### config.mk
export PLATFORM = sky130hd
export DESIGN_NAME = mdio_master
export DESIGN_NICKNAME = d
export VERILOG_FILES = /design/src/rtl/mdio_pkg.sv /design/src/rtl/mdio_mdc_gen.sv /design/src/rtl/mdio_frame_seq.sv /design/src/rtl/mdio_rx_capture.sv /design/src/rtl/mdio_master.sv
export SDC_FILE = /design/constraint.sdc
export NUM_CORES = 1
export LEC_CHECK = 0
export BUFFER_PORTS_ARGS = -buffer_cell sky130_fd_sc_hd__clkbuf_2
export CAP_MARGIN = 20
export CORE_MARGIN = 1
export CORE_UTILIZATION = 52
export DETAILED_ROUTE_END_ITERATION = 16
export GPL_ROUTABILITY_DRIVEN = 0
export PLACE_DENSITY_LB_ADDON = 0.12
export SYNTH_ARGS = -nofsm -noshare
export SYNTH_HDL_FRONTEND = slang
export SYNTH_SLANG_ARGS = --single-unit
### constraint.sdc
create_clock -name clk_i -period 2.6 [get_ports clk_i]
set_input_delay 0.52 -clock clk_i [delete_from_list [all_inputs] [get_ports clk_i]]
set_output_delay 0.52 -clock clk_i [all_outputs]
set_load 0.01 [all_outputs]
### src/rtl/mdio_pkg.sv
package mdio_pkg;

  localparam int unsigned PRE_BITS  = 33;
  localparam int unsigned SLOT_ST   = PRE_BITS;
  localparam int unsigned SLOT_OP   = SLOT_ST + 2;
  localparam int unsigned SLOT_PA   = SLOT_OP + 2;
  localparam int unsigned SLOT_RA   = SLOT_PA + 5;
  localparam int unsigned SLOT_TA   = SLOT_RA + 5;
  localparam int unsigned SLOT_DAT  = SLOT_TA + 2;
  localparam int unsigned SLOT_END  = SLOT_DAT + 16;
  localparam int unsigned SLOT_W    = $clog2(SLOT_END + 1);

  typedef logic [SLOT_W-1:0] slot_t;

  typedef struct packed {
    logic        rd;
    logic [4:0]  pa;
    logic [4:0]  ra;
    logic [15:0] wd;
  } mdio_req_t;

  // driven value for slot s (turnaround/data of reads handled by caller)
  function automatic logic frame_bit(slot_t s, mdio_req_t r);
    int unsigned si;
    si = 32'(s);
    if (si < SLOT_ST)       return 1'b1;
    else if (si < SLOT_OP)  return (si == SLOT_ST + 1);
    else if (si < SLOT_PA)  return (si == SLOT_OP) ? r.rd : ~r.rd;
    else if (si < SLOT_RA)  return r.pa[3'(4 - (si - SLOT_PA))];
    else if (si < SLOT_TA)  return r.ra[3'(4 - (si - SLOT_RA))];
    else if (si < SLOT_DAT) return (si == SLOT_TA);
    else if (si < SLOT_END) return r.wd[4'(15 - (si - SLOT_DAT))];
    else                    return 1'b0;
  endfunction

endpackage

### src/rtl/mdio_mdc_gen.sv
module mdio_mdc_gen #(
  parameter int unsigned DIV_HALF = 10
) (
  input  logic clk_i,
  input  logic rst_ni,
  input  logic start_i,
  input  logic run_i,
  output logic mdc_o,
  output logic slot_end_o
);
  localparam int unsigned CNT_W = (DIV_HALF > 1) ? $clog2(DIV_HALF) : 1;
  localparam logic [CNT_W-1:0] CNT_LAST = CNT_W'(DIV_HALF - 1);

  logic [CNT_W-1:0] cnt_q;
  logic             phase_q;
  logic             last;

  assign last = (cnt_q == CNT_LAST);

  always_ff @(posedge clk_i or negedge rst_ni) begin
    if (!rst_ni) begin
      cnt_q   <= '0;
      phase_q <= 1'b0;
    end else if (start_i) begin
      cnt_q   <= '0;
      phase_q <= 1'b0;
    end else if (run_i) begin
      if (last) begin
        cnt_q   <= '0;
        phase_q <= ~phase_q;
      end else begin
        cnt_q <= cnt_q + 1'b1;
      end
    end
  end

  assign mdc_o      = phase_q;
  assign slot_end_o = run_i && last && phase_q;

endmodule

### src/rtl/mdio_frame_seq.sv
module mdio_frame_seq
  import mdio_pkg::*;
(
  input  logic      clk_i,
  input  logic      rst_ni,
  input  logic      req_i,
  input  mdio_req_t req_d_i,
  input  logic      slot_end_i,
  input  logic      ta_bad_i,
  output logic      accept_o,
  output logic      active_o,
  output slot_t     slot_o,
  output logic      rd_o,
  output logic      mdio_o,
  output logic      oe_o,
  output logic      done_o
);
  localparam slot_t S_TA   = slot_t'(SLOT_TA);
  localparam slot_t S_LAST = slot_t'(SLOT_END - 1);

  mdio_req_t req_q;
  logic      active_q, mdio_q, oe_q, done_q;
  slot_t     slot_q, slot_nxt;
  logic      finish, released;

  assign accept_o = req_i && !active_q;
  assign slot_nxt = slot_q + 1'b1;
  assign finish   = (slot_q == S_LAST) || ta_bad_i;
  // read frames hand the line to the PHY from the turnaround onward
  assign released = req_q.rd && (slot_nxt >= S_TA);

  always_ff @(posedge clk_i or negedge rst_ni) begin
    if (!rst_ni) begin
      req_q    <= '0;
      active_q <= 1'b0;
      slot_q   <= '0;
      mdio_q   <= 1'b0;
      oe_q     <= 1'b0;
      done_q   <= 1'b0;
    end else begin
      done_q <= 1'b0;
      if (accept_o) begin
        req_q    <= req_d_i;
        active_q <= 1'b1;
        slot_q   <= '0;
        mdio_q   <= frame_bit('0, req_d_i);
        oe_q     <= 1'b1;
      end else if (active_q && slot_end_i) begin
        if (finish) begin
          active_q <= 1'b0;
          slot_q   <= '0;
          mdio_q   <= 1'b0;
          oe_q     <= 1'b0;
          done_q   <= 1'b1;
        end else begin
          slot_q <= slot_nxt;
          mdio_q <= released ? 1'b0 : frame_bit(slot_nxt, req_q);
          oe_q   <= ~released;
        end
      end
    end
  end

  assign active_o = active_q;
  assign slot_o   = slot_q;
  assign rd_o     = req_q.rd;
  assign mdio_o   = mdio_q;
  assign oe_o     = oe_q;
  assign done_o   = done_q;

endmodule

### src/rtl/mdio_rx_capture.sv
module mdio_rx_capture
  import mdio_pkg::*;
(
  input  logic        clk_i,
  input  logic        rst_ni,
  input  logic        accept_i,
  input  logic        active_i,
  input  logic        slot_end_i,
  input  slot_t       slot_i,
  input  logic        rd_i,
  input  logic        mdio_i,
  output logic        ta_bad_o,
  output logic        err_o,
  output logic [15:0] rdata_o
);
  localparam slot_t S_TA   = slot_t'(SLOT_TA);
  localparam slot_t S_DAT  = slot_t'(SLOT_DAT);
  localparam slot_t S_LAST = slot_t'(SLOT_END - 1);

  logic [15:0] shift_q, rdata_q;
  logic        err_q, sample;

  assign ta_bad_o = active_i && rd_i && (slot_i == S_TA) && mdio_i;
  assign sample   = active_i && slot_end_i && rd_i && (slot_i >= S_DAT);

  always_ff @(posedge clk_i or negedge rst_ni) begin
    if (!rst_ni) begin
      shift_q <= '0;
      rdata_q <= '0;
      err_q   <= 1'b0;
    end else begin
      if (accept_i) err_q <= 1'b0;
      else if (slot_end_i && ta_bad_o) err_q <= 1'b1;
      if (sample) begin
        shift_q <= {shift_q[14:0], mdio_i};
        if (slot_i == S_LAST) rdata_q <= {shift_q[14:0], mdio_i};
      end
    end
  end

  assign err_o   = err_q;
  assign rdata_o = rdata_q;

endmodule

### src/rtl/mdio_master.sv
module mdio_master
  import mdio_pkg::*;
#(
  parameter int unsigned DIV_HALF = 10
) (
  input  logic        clk_i,
  input  logic        rst_ni,
  input  logic        req_i,
  input  logic        rd_i,
  input  logic [4:0]  phy_addr_i,
  input  logic [4:0]  reg_addr_i,
  input  logic [15:0] wdata_i,
  output logic        busy_o,
  output logic        done_o,
  output logic        err_o,
  output logic [15:0] rdata_o,
  output logic        mdc_o,
  output logic        mdio_o,
  output logic        mdio_oe_o,
  input  logic        mdio_i
);
  mdio_req_t req_d;
  logic      accept, active, slot_end, ta_bad, rd;
  slot_t     slot;

  assign req_d = '{rd: rd_i, pa: phy_addr_i, ra: reg_addr_i, wd: wdata_i};

  mdio_mdc_gen #(.DIV_HALF(DIV_HALF)) u_mdc (
    .clk_i      (clk_i),
    .rst_ni     (rst_ni),
    .start_i    (accept),
    .run_i      (active),
    .mdc_o      (mdc_o),
    .slot_end_o (slot_end)
  );

  mdio_frame_seq u_seq (
    .clk_i      (clk_i),
    .rst_ni     (rst_ni),
    .req_i      (req_i),
    .req_d_i    (req_d),
    .slot_end_i (slot_end),
    .ta_bad_i   (ta_bad),
    .accept_o   (accept),
    .active_o   (active),
    .slot_o     (slot),
    .rd_o       (rd),
    .mdio_o     (mdio_o),
    .oe_o       (mdio_oe_o),
    .done_o     (done_o)
  );

  mdio_rx_capture u_rx (
    .clk_i      (clk_i),
    .rst_ni     (rst_ni),
    .accept_i   (accept),
    .active_i   (active),
    .slot_end_i (slot_end),
    .slot_i     (slot),
    .rd_i       (rd),
    .mdio_i     (mdio_i),
    .ta_bad_o   (ta_bad),
    .err_o      (err_o),
    .rdata_o    (rdata_o)
  );

  assign busy_o = active;

endmodule

==> flow_metrics.py, run 1 <==
metrics = {
    "status": {
        "status": "completed",
    },
    "finish": {
        "instances_no_fill": 507,
        "layout-drive-gt1-share_pct": 42.9,
        "diodes": 0,
        "final_nets": 445,
        "syn2layout_area_growth_pct": 17.3,
    },
    "die": {
        "fp.coreArea_um2": 7370,
        "rows": 31,
        "die_width_um": 90.1,
        "chipHeight_um": 90.1,
        "die-area_um2": 8110,
        "num_io_pins": 53,
        "initial_core_util_pct": 54.7,
    },
    "place": {
        "port_buffers": 52,
        "dp.cells": 488,
        "dp_hpwl_um": 5620,
    },
    "routing": {
        "drcViolationCount": 0,
        "wl_met1_um": 3790,
        "drt_iter0_markers": 215,
        "highest_layer": "met4",
        "vias": 2844,
        "vias_per_cell": 5.61,
        "first_pass_iters": 5,
        "drt-total-wl_um": 8090,
        "wl_met2_um": 3690,
        "wl_per_cell_um": 16.0,
        "wl_met3_um": 494,
        "ant_nets": 0,
    },
    "synthesis": {
        "ys_types": 67,
        "syn_area_um2": 4030,
        "yosys.cell_count.top_type": "dfrtp_1",
        "yosysWarnings": 0,
        "synth_common_cells": "dfrtp_1, mux2_2, nand2_1",
        "ys_seq_area_share_pct": 46.6,
        "synthesis.nets": 383,
        "syn_area_per_cell_um2": 11.8,
        "synth_top_area_share_pct": 46.6,
        "synthFlopType": "dfrtp_1",
        "synth_largest_area_cell": "dfrtp_1",
        "ys_ff_latch": 75,
        "synth_enable_flop_cells": 0,
        "async_flop_share_pct": 100,
        "synthTopCellsByArea": "dfrtp_1, mux2_2, mux2_4",
        "netlist_instances": 341,
    },
    "pwr": {
        "swShare_pct": 32.5,
        "power_frac_seq_pct": 41.1,
        "total_power_uw": 3380,
        "pwr-share-clk_pct": 27.5,
        "internal_power_uw": 2280,
        "leakage_uw": 0.00219,
        "ir_drop_v": 0.000386,
        "power_frac_comb_pct": 31.4,
        "power_switching_uw": 1100,
        "power.density_nw_per_um2": 714,
    },
    "critical_path": {
        "cp_max_fo": 4,
        "crit_chain": "ha_2 > xnor2_4 > ha_2 > nand2_2 > o22ai_1 > xnor2_1 > mux2_2 > o21a_1 > o32a_1 > o22ai_2",
        "cp_top_family": "compound AO/OA/AOI/OAI gates",
        "critPathCaptureType": "register",
        "crit_type": "reg -> reg",
        "cp-start-kind": "register",
        "crit_top_cell": "ha_2",
        "crit_required_ps": 2870,
        "reg2reg_slack_ps": 160,
        "slowest_stage": "dfrtp_1",
        "r2r_cells": 10,
        "path_buf_inv": 0,
        "r2r_start": "u_seq.slot_o[0]",
        "regToRegEndpoint": "u_seq.mdio_o",
        "critical_path_arrival_ps": 2710,
        "slowest_delay_ps": 410,
    },
    "run": {
        "max_cap_viol_count": 0,
    },
    "global_routing": {
        "grt_max_degree": 76,
        "grt_usage_pct": 21.2,
        "grt_first_pass_wirelength_um": 13600,
        "grt_pass1_vias": 2702,
        "antenna_found_initial": 0,
        "grt_overflow": 0,
    },
    "timing": {
        "hold_violations": 0,
        "clock_skew_ps": 9.19,
        "worst_pin_slew_ps": 517,
        "period_minus_slack_ps": 2440,
        "rsz0062_at_grt": "false",
        "setup_tns_ps": 0,
        "setup_viol": 0,
        "slew_headroom_pct": 65.4,
        "period_share_pct": 93.8,
        "drv_slew": 0,
        "fmax_mhz": 410,
    },
    "cts": {
        "numCtsBuffers": 9,
        "tritoncts": "done",
        "cts_max_path_buffers": 2,
        "path_clk_slew_ps": 80,
        "cts_sinks": 75,
        "clk_latency_ps": 350,
        "htreeDepth": 3,
        "cts_root_buf": "clkbuf_8",
    },
    "hold_path": {
        "hold_class": "in -> async",
    },
}
==> logic make-up after synthesis <==
family	count (synthesis)	share of synthesized area, %
compound gates	64	11.3
xor+xnor	9	2.33
fa+ha+maj	11	3.41
buf+inv	30	3.94
flops	75	46.6
mux	69	21.5
simple gates	83	11.0
==> cell type report <==
class | instances | area, um2
well taps | 99 | 124
repair buffers | 73 | 445
multi-input cells | 236 | 2050
inverters | 8 | 30.0
flip-flops and latches | 75 | 1880
clock buffers | 10 | 138
fillers | 623 | 2640
clock inverters | 6 | 70.1
==> repair_timing <==
action,4_1_cts,5_1_grt
buffers inserted,2,1
pin swaps,3,4
gates resized for setup,1,5
hold buffers,0,0
endpoints found under the setup margin,1,1
==> through the flow <==
stage          setup WS [ps]  util [%]  instance area [um2]  hold WS (ps)
2_1_floorplan           24.2         -                 4050           224
3_3_place_gp            84.3      60.6                 4470           479
3_5_place_dp            14.9      60.6                 4470           476
4_1_cts                 8.57      63.7                 4690           186
5_1_grt                 37.7      64.2                 4730           184
6_report                 162      64.2                 4730           161
==> cells in the final DEF, fill, tap and decap left out, drive strengths merged, types with 2 or more instances in the layout <==
cell type and instances:
nor2 19, mux2 60, o21a 4, xor2 2, o211ai 2, ha 11, mux2i 4, inv 10
o31ai 3, o22ai 4, a21o 2, mux4 5, o21ai 18, nand2 24, nand2b 6, clkinv 3
clkbuf 61, dfrtp 75, nor3b 2, nand3b 2, nand4b 2, a211oi 3, nor3 2, and3 3
nor4 2, a311oi 2, and2 3, a21oi 10, nor2b 3, a21boi 2, or3 2, xnor2 7
buf 22, o2111ai 2, nand3 9
==> flip-flops by register name, summed over array words and instances (netlist names) <==
| register | flops |
|---|---|
| u_seq.req_q | 26 |
| u_rx.rdata_o | 16 |
| u_rx.shift_q | 15 |
| u_seq.slot_o | 7 |
| u_mdc.cnt_q | 4 |
| u_mdc.mdc_o | 1 |
| u_rx.err_o | 1 |
| u_seq.active_o | 1 |
| u_seq.done_o | 1 |
| u_seq.mdio_o | 1 |
| u_seq.oe_o | 1 |
| u_seq.rd_o | 1 |
==> power groups by stage <==
stage	registers (uW)	clock network (uW)	logic, uW
after floorplan	1400	0	745
after global placement	1400	0	997
after detailed placement	1410	0	1020
after CTS	1390	952	1050
after global routing	1410	1000	1170
final	1390	929	1060
==> routing by layer <==
metal  vias up  GRT usage (%)
li1       1356              -
met1      1387           30.5
met2        90           31.7
met3        11           5.16
met4         0           6.05
met5         -              0
==> worst max path at each step <==
stage	start	end	cells after the start
finish	u_seq.slot_o[0]	u_seq.mdio_o	10
global route	u_seq.slot_o[1]	u_seq.mdio_o	12
CTS	u_seq.slot_o[0]	u_seq.mdio_o	10
detailed placement	u_seq.slot_o[0]	u_seq.mdio_o	10
global placement	u_seq.slot_o[0]	u_seq.mdio_o	10
floorplan	u_seq.slot_o[0]	u_seq.mdio_o	12
(Power assumes the default switching activity.)
==> inputs of run 2 (changes only) <==
--- a/config.mk
+++ b/config.mk
@@ -11,6 +11,7 @@
 export CORE_UTILIZATION = 52
 export DETAILED_ROUTE_END_ITERATION = 16
 export GPL_ROUTABILITY_DRIVEN = 0
+export GPL_TIMING_DRIVEN = 0
 export PLACE_DENSITY_LB_ADDON = 0.12
 export SYNTH_ARGS = -nofsm -noshare
 export SYNTH_HDL_FRONTEND = slang
==> run 2 against run 1 <==
Against the previous run: cell count rose by 3.2%; register-to-register slack got worse by 99 ps; sequential share of layout area fell by 1.5 points; die area did not move; total power rose by 10%; sequential power barely moved; clock-buffer cell count fell by 1; critical path type unchanged; via count rose by 4.5%; routed wire length rose by 8.0%; core utilization rose by 2.6 points.
==> flow_metrics.py, run 2 (same netlist as run 1, synthesis figures left out) <==
metrics = {
    "finish": {
        "mostFrequentLayoutCell": "dfrtp_1",
        "diodes": 0,
        "largest_reg_flops": 26,
        "layout-drive-gt1-share_pct": 45.3,
        "instances_no_fill": 523,
        "syn2layout_area_growth_pct": 22.1,
        "largest_register": "u_seq.req_q",
        "mostFrequentLayoutCells": "dfrtp_1, clkbuf_2, mux2_2, nand2_1",
        "final_nets": 461,
    },
    "cts": {
        "cts_max_path_buffers": 2,
        "clk_latency_ps": 360,
        "htreeDepth": 3,
        "cts_hold_buf": 0,
        "cts_sinks": 75,
        "path_clk_slew_ps": 90,
        "numCtsBuffers": 9,
        "cts_root_buf": "clkbuf_8",
        "tritoncts": "done",
    },
    "pwr": {
        "total_power_uw": 3730,
        "ir_drop_v": 0.000427,
        "leakage_uw": 0.00226,
        "power.density_nw_per_um2": 757,
    },
    "timing": {
        "drv_slew": 0,
        "hold_violations": 0,
        "slew_headroom_pct": 60.1,
        "worst_pin_slew_ps": 599,
        "fmax_mhz": 394,
        "period_minus_slack_ps": 2540,
        "period_share_pct": 97.6,
        "setup_viol": 0,
        "clock_skew_ps": 9.89,
    },
    "routing": {
        "vias": 2972,
        "wl_met1_um": 3980,
        "wl_met3_um": 539,
        "vias_per_cell": 5.68,
        "drcViolationCount": 0,
        "highest_layer": "met4",
        "wl_met2_um": 4080,
        "first_pass_iters": 7,
        "drt_iter0_markers": 261,
        "drt-total-wl_um": 8740,
        "ant_nets": 0,
        "wl_per_cell_um": 16.7,
    },
    "critical_path": {
        "cp_top_family": "compound AO/OA/AOI/OAI gates",
        "cp-start-kind": "register",
        "slowest_delay_ps": 440,
        "crit_chain": "ha_4 > xnor2_4 > inv_2 > ha_1 > nand2b_1 > a21boi_1 > o21ai_2 > o2111ai_2 > a2111oi_4 > a211oi_2 > o22ai_2",
        "crit_type": "reg -> reg",
        "critPathCaptureType": "register",
        "cp_max_fo": 4,
        "path_buf_inv": 1,
        "critical_path_arrival_ps": 2810,
        "crit_required_ps": 2880,
        "slowest_stage": "dfrtp_1",
    },
    "die": {
        "initial_core_util_pct": 54.7,
        "rows": 31,
        "fp.coreArea_um2": 7370,
        "die_width_um": 90.1,
        "chipHeight_um": 90.1,
        "die-area_um2": 8110,
        "num_io_pins": 53,
    },
    "run": {
        "max_cap_viol_count": 0,
    },
    "global_routing": {
        "grt_max_degree": 55,
        "antenna_found_initial": 0,
        "grt_overflow": 0,
        "grt_first_pass_wirelength_um": 14400,
        "grt_usage_pct": 22.5,
        "grt_pass1_vias": 2832,
    },
    "place": {
        "dp_hpwl_um": 6100,
        "dp.cells": 493,
        "port_buffers": 52,
    },
    "status": {
        "status": "completed",
    },
    "hold_path": {
        "hold_class": "in -> async",
    },
}
==> run 2: cell count changes in the layout (fill, tap and decap cells not counted), sizes merged <==
cell	delta
buf	+10
bufinv	+1
clkbuf	+5
clkinv	-3
clkinvlp	+1
inv	+2
==> run 2: timing repair <==
action / CTS / global route
pin swaps: 4 / 8
resized for setup: 13 / 13
setup endpoints to repair: 11 / 11
buffers inserted: 6 / 8
cloned: 0 / 0
endpoints found under the hold margin: 0 / 0
==> run 2: per-stage QoR <==
step	TNS, ps	setup slack, ps	utilization (%)	cell area, um2	hold slack, ps
2_1_floorplan	0	24.2	-	4050	224
3_3_place_gp	-382	-382	60.1	4430	474
3_5_place_dp	-520	-423	60.5	4460	481
4_1_cts	0	14.7	65.2	4800	87.8
5_1_grt	-8.49	-8.49	66.8	4920	93.7
6_report	0	62.5	66.8	4920	95.2
==> run 2: power by group <==
| part | switching [uW] | internal (uW) | total, uW |
|---|---|---|---|
| clock network | 491 | 560 | 1050 |
| registers | 105 | 1290 | 1390 |
| logic | 641 | 639 | 1280 |
==> run 2: final timing paths <==
kind | startpoint | to | slack, ps | cells past startpoint
max | u_seq.slot_o[0] | u_seq.mdio_o | 60 | 11
min | rst_ni | u_mdc.cnt_q[3] | 100 | 1
max reg2reg | u_seq.slot_o[0] | u_seq.mdio_o | 60 | 11
min reg2reg | u_seq.oe_o | u_seq.oe_o | 510 | 1
max in group asynchronous | rst_ni | u_seq.req_q[2] | 1940 | 2
min in group clk_i | phy_addr_i[0] | u_seq.req_q[21] | 390 | 2
==> run 2: layout make-up <==
cell class / instances / area (um2)
multi-input cells: 236 / 2120
well taps: 99 / 124
inverters: 8 / 35.0
clock inverters: 7 / 108
plain buffers: 22 / 136
clock buffers: 9 / 124
fillers: 599 / 2450
flip-flops and latches: 75 / 1880
repair buffers: 67 / 395
==> run 2: per-layer routing <==
layer,track usage [%],vias to the layer above
met5,0,-
met3,5.58,19
met4,7.39,0
met1,33.0,1451
met2,32.8,116
li1,-,1386
